[src/rtl/gng_pkg.sv]
package gng_pkg;
    localparam int unsigned DEF_REG_W   = 32;
    localparam int unsigned DEF_UNI_W   = 12;
    localparam int unsigned DEF_NSUM    = 12;
    localparam int unsigned DEF_DEPTH   = 16;
    localparam int unsigned DEF_IDX_W   = 8;
    localparam int unsigned DEF_ENG_W   = 4;
    localparam int unsigned DEF_OUT_W   = 32;

    // Galois masks (right-shifting form) and automaton rule choice
    localparam logic [31:0] DEF_LFSR_MASK = 32'h8020_0003;
    localparam logic [31:0] DEF_CA_RULE   = 32'h0000_0005; // 1 = rule 150 cell
    localparam logic [31:0] DEF_LFSR_SUB  = 32'h0000_0001;
    localparam logic [31:0] DEF_CA_SUB    = 32'h9E37_79B9;
    localparam logic [7:0]  DEF_IDX_MASK  = 8'hB8;
    localparam logic [7:0]  DEF_IDX_SUB   = 8'h01;

    typedef enum logic [0:0] {
        PH_FILL = 1'b0,
        PH_RUN  = 1'b1
    } fill_phase_e;

    // replaces a zero seed with a fixed nonzero constant
    function automatic logic [63:0] nz_seed(input logic [63:0] seed,
                                            input logic [63:0] sub);
        return (seed == '0) ? sub : seed;
    endfunction
endpackage

[src/rtl/gng_lfsr.sv]
module gng_lfsr #(
    parameter int unsigned W    = gng_pkg::DEF_REG_W,
    parameter logic [W-1:0] MASK = W'(gng_pkg::DEF_LFSR_MASK),
    parameter logic [W-1:0] SUB  = W'(gng_pkg::DEF_LFSR_SUB)
) (
    input  logic         clk,
    input  logic         rst_n,
    input  logic         load,
    input  logic [W-1:0] seed,
    input  logic         step,
    output logic [W-1:0] state
);
    typedef struct packed {
        logic [W-1:0] sr;
    } lfsr_st_t;

    lfsr_st_t cur_q, nxt_d;

    always_comb begin
        nxt_d = cur_q;
        if (load) begin
            nxt_d.sr = W'(gng_pkg::nz_seed(64'(seed), 64'(SUB)));
        end else if (step) begin
            nxt_d.sr = (cur_q.sr >> 1) ^ (cur_q.sr[0] ? MASK : '0);
        end
    end

    always_ff @(posedge clk or negedge rst_n) begin
        if (!rst_n) cur_q <= '{sr: SUB};
        else        cur_q <= nxt_d;
    end

    assign state = cur_q.sr;
endmodule

[src/rtl/gng_ca.sv]
module gng_ca #(
    parameter int unsigned W    = gng_pkg::DEF_REG_W,
    parameter logic [W-1:0] RULE = W'(gng_pkg::DEF_CA_RULE),
    parameter logic [W-1:0] SUB  = W'(gng_pkg::DEF_CA_SUB)
) (
    input  logic         clk,
    input  logic         rst_n,
    input  logic         load,
    input  logic [W-1:0] seed,
    input  logic         step,
    output logic [W-1:0] state
);
    typedef struct packed {
        logic [W-1:0] cells;
    } ca_st_t;

    ca_st_t       cur_q, nxt_d;
    logic [W-1:0] evolved;

    // null-boundary neighbourhood update, one cell per generate slice
    for (genvar i = 0; i < W; i++) begin : g_cell
        logic left_n, right_n;
        if (i == 0) begin : g_lo
            assign right_n = 1'b0;
        end else begin : g_lo
            assign right_n = cur_q.cells[i-1];
        end
        if (i == W-1) begin : g_hi
            assign left_n = 1'b0;
        end else begin : g_hi
            assign left_n = cur_q.cells[i+1];
        end
        assign evolved[i] = left_n ^ right_n ^ (RULE[i] & cur_q.cells[i]);
    end

    always_comb begin
        nxt_d = cur_q;
        if (load) begin
            nxt_d.cells = W'(gng_pkg::nz_seed(64'(seed), 64'(SUB)));
        end else if (step) begin
            nxt_d.cells = evolved;
        end
    end

    always_ff @(posedge clk or negedge rst_n) begin
        if (!rst_n) cur_q <= '{cells: SUB};
        else        cur_q <= nxt_d;
    end

    assign state = cur_q.cells;
endmodule

[src/rtl/gng_shuffle.sv]
module gng_shuffle #(
    parameter int unsigned DW        = gng_pkg::DEF_UNI_W,
    parameter int unsigned DEPTH     = gng_pkg::DEF_DEPTH,
    parameter int unsigned IDX_W     = gng_pkg::DEF_IDX_W,
    parameter logic [IDX_W-1:0] IDX_MASK = IDX_W'(gng_pkg::DEF_IDX_MASK),
    parameter logic [IDX_W-1:0] IDX_SUB  = IDX_W'(gng_pkg::DEF_IDX_SUB)
) (
    input  logic             clk,
    input  logic             rst_n,
    input  logic             load,
    input  logic [IDX_W-1:0] idx_seed,
    input  logic             step,
    input  logic [DW-1:0]    wr_data,
    output logic [DW-1:0]    rd_data,
    output logic             full
);
    import gng_pkg::*;

    localparam int unsigned PTR_W  = $clog2(DEPTH);
    localparam int unsigned FILL_W = $clog2(DEPTH + 1);

    typedef struct packed {
        logic [DEPTH-1:0][DW-1:0] mem;
        logic [PTR_W-1:0]         wr_ptr;
        logic [FILL_W-1:0]        fill;
        fill_phase_e              phase;
        logic [IDX_W-1:0]         idx;
    } shuf_st_t;

    shuf_st_t cur_q, nxt_d;

    always_comb begin
        nxt_d = cur_q;
        if (load) begin
            nxt_d.wr_ptr = '0;
            nxt_d.fill   = '0;
            nxt_d.phase  = PH_FILL;
            nxt_d.idx    = IDX_W'(nz_seed(64'(idx_seed), 64'(IDX_SUB)));
        end else if (step) begin
            nxt_d.mem[cur_q.wr_ptr] = wr_data;
            nxt_d.wr_ptr = (cur_q.wr_ptr == PTR_W'(DEPTH-1)) ? '0 : cur_q.wr_ptr + 1'b1;
            if (cur_q.phase == PH_FILL) begin
                nxt_d.fill = cur_q.fill + 1'b1;
                if (cur_q.fill == FILL_W'(DEPTH-1)) nxt_d.phase = PH_RUN;
            end else begin
                nxt_d.idx = (cur_q.idx >> 1) ^ (cur_q.idx[0] ? IDX_MASK : '0);
            end
        end
    end

    always_ff @(posedge clk or negedge rst_n) begin
        if (!rst_n) begin
            cur_q        <= '0;
            cur_q.idx    <= IDX_SUB;
            cur_q.phase  <= PH_FILL;
        end else begin
            cur_q <= nxt_d;
        end
    end

    assign rd_data = cur_q.mem[cur_q.idx[PTR_W-1:0]];
    assign full    = (cur_q.phase == PH_RUN);
endmodule

[src/rtl/gng_top.sv]
module gng_top #(
    parameter int unsigned REG_W = gng_pkg::DEF_REG_W,
    parameter int unsigned UNI_W = gng_pkg::DEF_UNI_W,
    parameter int unsigned NSUM  = gng_pkg::DEF_NSUM,
    parameter int unsigned DEPTH = gng_pkg::DEF_DEPTH,
    parameter int unsigned IDX_W = gng_pkg::DEF_IDX_W,
    parameter int unsigned ENG_W = gng_pkg::DEF_ENG_W,
    parameter int unsigned OUT_W = gng_pkg::DEF_OUT_W
) (
    input  logic             clk,
    input  logic             rst_n,
    input  logic             load,
    input  logic [REG_W-1:0] seed_lfsr,
    input  logic [REG_W-1:0] seed_ca,
    input  logic [ENG_W-1:0] energy,
    input  logic             enable,
    output logic [OUT_W-1:0] noise,
    output logic             noise_valid
);
    import gng_pkg::*;

    localparam int unsigned ACC_W  = UNI_W + $clog2(NSUM);
    localparam int unsigned SUM_W  = ACC_W + 1;
    localparam int unsigned CNT_W  = $clog2(NSUM);
    localparam logic [SUM_W-1:0] OFFSET = SUM_W'(NSUM) << (UNI_W - 1);
    localparam logic [REG_W-1:0] LSUB = REG_W'(DEF_LFSR_SUB);
    localparam logic [REG_W-1:0] CSUB = REG_W'(DEF_CA_SUB);

    typedef struct packed {
        logic [ACC_W-1:0] acc;
        logic [CNT_W-1:0] cnt;
        logic [OUT_W-1:0] noise;
        logic             valid;
    } top_st_t;

    top_st_t cur_q, nxt_d;

    logic [REG_W-1:0] lfsr_word, ca_word;
    logic [UNI_W-1:0] uni_word, shuf_word;
    logic [IDX_W-1:0] idx_seed;
    logic             buf_full, step;
    logic [ACC_W-1:0] acc_sum;
    logic signed [SUM_W-1:0] centred;
    logic signed [OUT_W-1:0] centred_ext;

    assign step     = enable & ~load;
    assign uni_word = lfsr_word[REG_W-1 -: UNI_W] ^ ca_word[REG_W-1 -: UNI_W];
    assign idx_seed = IDX_W'(nz_seed(64'(seed_lfsr), 64'(LSUB)))
                    ^ IDX_W'(nz_seed(64'(seed_ca),   64'(CSUB)));

    gng_lfsr #(.W(REG_W), .MASK(REG_W'(DEF_LFSR_MASK)), .SUB(LSUB)) u_lfsr (
        .clk(clk), .rst_n(rst_n), .load(load), .seed(seed_lfsr),
        .step(step), .state(lfsr_word)
    );

    gng_ca #(.W(REG_W), .RULE(REG_W'(DEF_CA_RULE)), .SUB(CSUB)) u_ca (
        .clk(clk), .rst_n(rst_n), .load(load), .seed(seed_ca),
        .step(step), .state(ca_word)
    );

    gng_shuffle #(
        .DW(UNI_W), .DEPTH(DEPTH), .IDX_W(IDX_W),
        .IDX_MASK(IDX_W'(DEF_IDX_MASK)), .IDX_SUB(IDX_W'(DEF_IDX_SUB))
    ) u_shuf (
        .clk(clk), .rst_n(rst_n), .load(load), .idx_seed(idx_seed),
        .step(step), .wr_data(uni_word), .rd_data(shuf_word), .full(buf_full)
    );

    always_comb begin
        nxt_d       = cur_q;
        nxt_d.valid = 1'b0;
        acc_sum     = cur_q.acc + ACC_W'(shuf_word);
        centred     = $signed({1'b0, acc_sum}) - $signed(OFFSET);
        centred_ext = {{(OUT_W-SUM_W){centred[SUM_W-1]}}, centred};
        if (load) begin
            nxt_d.acc = '0;
            nxt_d.cnt = '0;
        end else if (step && buf_full) begin
            if (cur_q.cnt == CNT_W'(NSUM-1)) begin
                nxt_d.acc   = '0;
                nxt_d.cnt   = '0;
                nxt_d.valid = 1'b1;
                nxt_d.noise = centred_ext <<< energy;
            end else begin
                nxt_d.acc = acc_sum;
                nxt_d.cnt = cur_q.cnt + 1'b1;
            end
        end
    end

    always_ff @(posedge clk or negedge rst_n) begin
        if (!rst_n) cur_q <= '0;
        else        cur_q <= nxt_d;
    end

    assign noise       = cur_q.noise;
    assign noise_valid = cur_q.valid;
endmodule

[config.mk]
export PLATFORM = sky130hd
export DESIGN_NAME = gng_top
export DESIGN_NICKNAME = d
export VERILOG_FILES = /design/src/rtl/gng_pkg.sv /design/src/rtl/gng_lfsr.sv /design/src/rtl/gng_ca.sv /design/src/rtl/gng_shuffle.sv /design/src/rtl/gng_top.sv
export SDC_FILE = /design/constraint.sdc
export NUM_CORES = 1
export LEC_CHECK = 0
export BUFFER_PORTS_ARGS = -buffer_cell sky130_fd_sc_hd__buf_2
export CAP_MARGIN = 15
export CORE_MARGIN = 5
export CORE_UTILIZATION = 50
export CTS_CLUSTER_SIZE = 24
export DETAILED_ROUTE_END_ITERATION = 10
export PLACE_DENSITY = 0.68
export SYNTH_ARGS = -nofsm -noshare
export SYNTH_HDL_FRONTEND = slang
export SYNTH_SLANG_ARGS = --single-unit
export TNS_END_PERCENT = 1
[constraint.sdc]
create_clock -name clk -period 17.52 [get_ports clk]
set_clock_uncertainty 0.15 [all_clocks]
set_input_delay 0.876 -clock clk [delete_from_list [all_inputs] [get_ports clk]]
set_output_delay 0.876 -clock clk [all_outputs]
set_load 0.005 [all_outputs]
==> impl_metrics.ini <==
[critical_path]
worst_setup_path_end_kind = flip-flop
cp_data_required_time_ps = 17770
worstPathMaxFanout = 53
critical_path.slowest_cell = dfstp_4
critPathLaunchType = flip-flop
critical_path.max_stage_delay_ps = 1190
worstPathCellList = mux4_2 > mux4_2 > ha_1 > nand3_1 > or2_1 > or3_4 > a211oi_2 > inv_1 > ha_1 > xnor2_1 > nand2_1 > o221ai_2 > mux2i_1 > a211oi_1 > o21ai_1
worst_ep_arrival_time_ps = 6250
critPathKind = flip-flop to flip-flop

[cts]
maximum_count_of_clock_buffers_along_a_single_path = 3
clock_sinks = 327
cts_root_buffer = clkbuf_16
worst_setup_hold_path_clk_slew_ps = 60
ctsHoldBuffers = 0
numCtsBuffers = 36
post_cts.resized_instances = 0
htreeDepth = 2
cts.repair_timing.setup_buffer_count = 0
clock_insertion_delay_worst_skew_ps = 520
cts_tree = built

[timing]
final-max-slew-violation-count = 0
hold_viol = 0
max_slew_headroom = 0.214
timing.final.setup_violations = 0
rsz_0062_raised_after_global_routing = false
fin_crit_sh = 0.343
timing.hold.ws_ps = 213
worst_slew_pin_slew_ps = 1180
maxClockFrequency_ghz = 0.167
finalCriticalPeriod_ps = 6000
setup_tns_ps = 0

[route]
firstDrtPassIters = 7
detail-route-antenna-nets = 0
detail_route.wl_per_cell_um = 19.5
wirelength_um = 43500
post-route-drc-count = 0
num_vias = 13100
viasPerCell = 5.87
detailedRoute.firstIterationViolations = 894

[grt]
gr-usage-all-layers = 0.228
overflow = 0
grt_start_max_net_pins = 146
grt_pass1_wl_um = 70800
vias_in_the_first_global_route = 12900
antenna_found_initial = 0

[floorplanning]
top_level_ports = 105
dieArea_sq_mm = 0.0378
start_util = 0.507
placeableCoreArea_sq_mm = 0.0336
std_cell_rows = 67
die_width_um = 195
die_h_um = 195

[logic_synthesis]
synth.cell_area_sq_mm = 0.0170
synth.yosys.warnings = 0
synth_ff_type = dfrtp_1
post_synth_num_cell_types = 77
synth-edff-count = 0
yosys_register_bits = 327
seq_area_frac_synth = 0.482
synthesized_instance_count = 1739
synth_area_per_cell_sq_um = 9.79
synth-async-reset-ratio = 1.00
mapped_nets = 1832

[layout]
final_util = 0.560
area_growth_syn_to_layout_pct = 10.6
final_cell_area_sq_mm = 0.0188
n_antenna_cell = 0
finalNetCount = 1845
nFillCells = 2971
fraction_of_final_layout_cells_sized_beyond_drive_strength_1 = 0.170

[power]
vdd_drop_max_v = 0.0000639
p_leak_nw = 8.50
post-layout-total-power_mw = 1.94
power_density_mw_per_mm2 = 103

[placement]
gp_congestion = 0.886
post_dp_cell_area_sq_mm = 0.0177
dp_hpwl_um = 28200
io_buffer_count = 104

[min_path]
timing.hold.worst.class = input pin to asynchronous set/reset pin

[flow_run]
drv_cap = 0

[status]
run_status = finished clean
cells by family after synthesis:
logic type,after synthesis,synth area share
and+or+nand+nor,528,0.129
AOI/OAI and AO/OA,485,0.165
DFF,327,0.482
buffers and inverters,175,0.0464
muxes,125,0.122
xor gates and xnor gates,78,0.0406
adders and majority gates,21,0.0159
stage by stage:
stage / setup WS (ps) / cells
global route: 11140 / 2226
CTS: 11500 / 2225
floorplan: 11970 / 1739
finish: 11520 / 2226
detailed placement: 11520 / 2161
global placement: 11590 / 2161
flip-flops by register name (all words and copies together) (netlist names):
register      cells
u_shuf.cur_q    209
noise            32
u_ca.state       32
u_lfsr.state     32
cur_q            20
noise_valid       1
u_shuf.full       1
Yosys cell counts, types with 18 or more instances:
cell | n | area, sq um
nor2_1 | 235 | 882
dfstp_2 | 22 | 578
xnor2_1 | 61 | 534
clkbuf_1 | 102 | 383
a21oi_1 | 180 | 901
nand3_1 | 21 | 105
buf_1 | 20 | 75.1
ha_1 | 20 | 250
nor4_1 | 18 | 113
mux4_2 | 65 | 1460
buf_4 | 35 | 263
dfrtp_1 | 305 | 7630
mux2i_1 | 55 | 551
o21ai_0 | 188 | 941
nand2_1 | 205 | 769
final cells by class:
cell class	instances	area [sq um]	area share
inverters	16	60.1	0.00319
flip-flops and latches	327	8220	0.436
well taps	448	561	0.0298
clock inverters	10	83.8	0.00445
multi-input cells	1237	8060	0.428
clock buffers	54	1080	0.0573
repair buffers	134	773	0.0411
where the power goes:
group / switching, mW / total, mW / internal (mW)
Sequential: 0.0614 / 0.885 / 0.824
Clock: 0.306 / 0.747 / 0.441
Combinational: 0.175 / 0.310 / 0.135
Total: 0.542 / 1.94 / 1.40
worst paths after layout:
check	from	to	slack, ps	cells after the start
max reg2reg	u_shuf.cur_q[0]$_DFFE_PN1P_	noise[19]$_DFFE_PN0P_	11520	15
min in group clk	u_shuf.cur_q[44]$_DFFE_PN0P_	u_shuf.cur_q[44]$_DFFE_PN0P_	330	2
max in group asynchronous	rst_n	u_shuf.cur_q[70]$_DFFE_PN0P_	14770	3
max	u_shuf.cur_q[0]$_DFFE_PN1P_	noise[19]$_DFFE_PN0P_	11520	15
min reg2reg	u_shuf.cur_q[44]$_DFFE_PN0P_	u_shuf.cur_q[44]$_DFFE_PN0P_	330	2
min	rst_n	u_ca.state[15]$_DFFE_PN0P_	210	1
critical path: cells and delay by family (launching register included):
kind | cells | cell delay [ps]
adder cells (fa/ha/maj) | 2 | 710
AND/OR/NAND/NOR | 4 | 960
multiplexers | 3 | 1330
buffers and inverters | 1 | 80
XOR/XNOR | 1 | 330
AO/OA/AOI/OAI | 4 | 1030
flip-flops | 1 | 1190
layout by cell type (no fill, tap or decap), types with 15 or more instances in the layout:
cell and n:
xnor2_1 57, clkbuf_16 37, mux2i_1 55, nor2_1 235, dfrtp_1 304, o21ai_0 188
buf_2 101, dfstp_2 21, xor2_1 16, a21oi_1 179, o21ai_1 15, ha_1 20
nand2_1 205, mux4_2 65, buf_4 31, nand3_1 21, nor4_1 18
per-layer routing:
layer	vias to the layer above	wire length, um	GRT usage
met5	-	0	0
met4	0	1170	0.0656
met3	81	2290	0.0331
met2	371	21600	0.384
met1	6471	18500	0.310
li1	6135	-	-
Note: power is estimated with default switching activity, not from simulation.
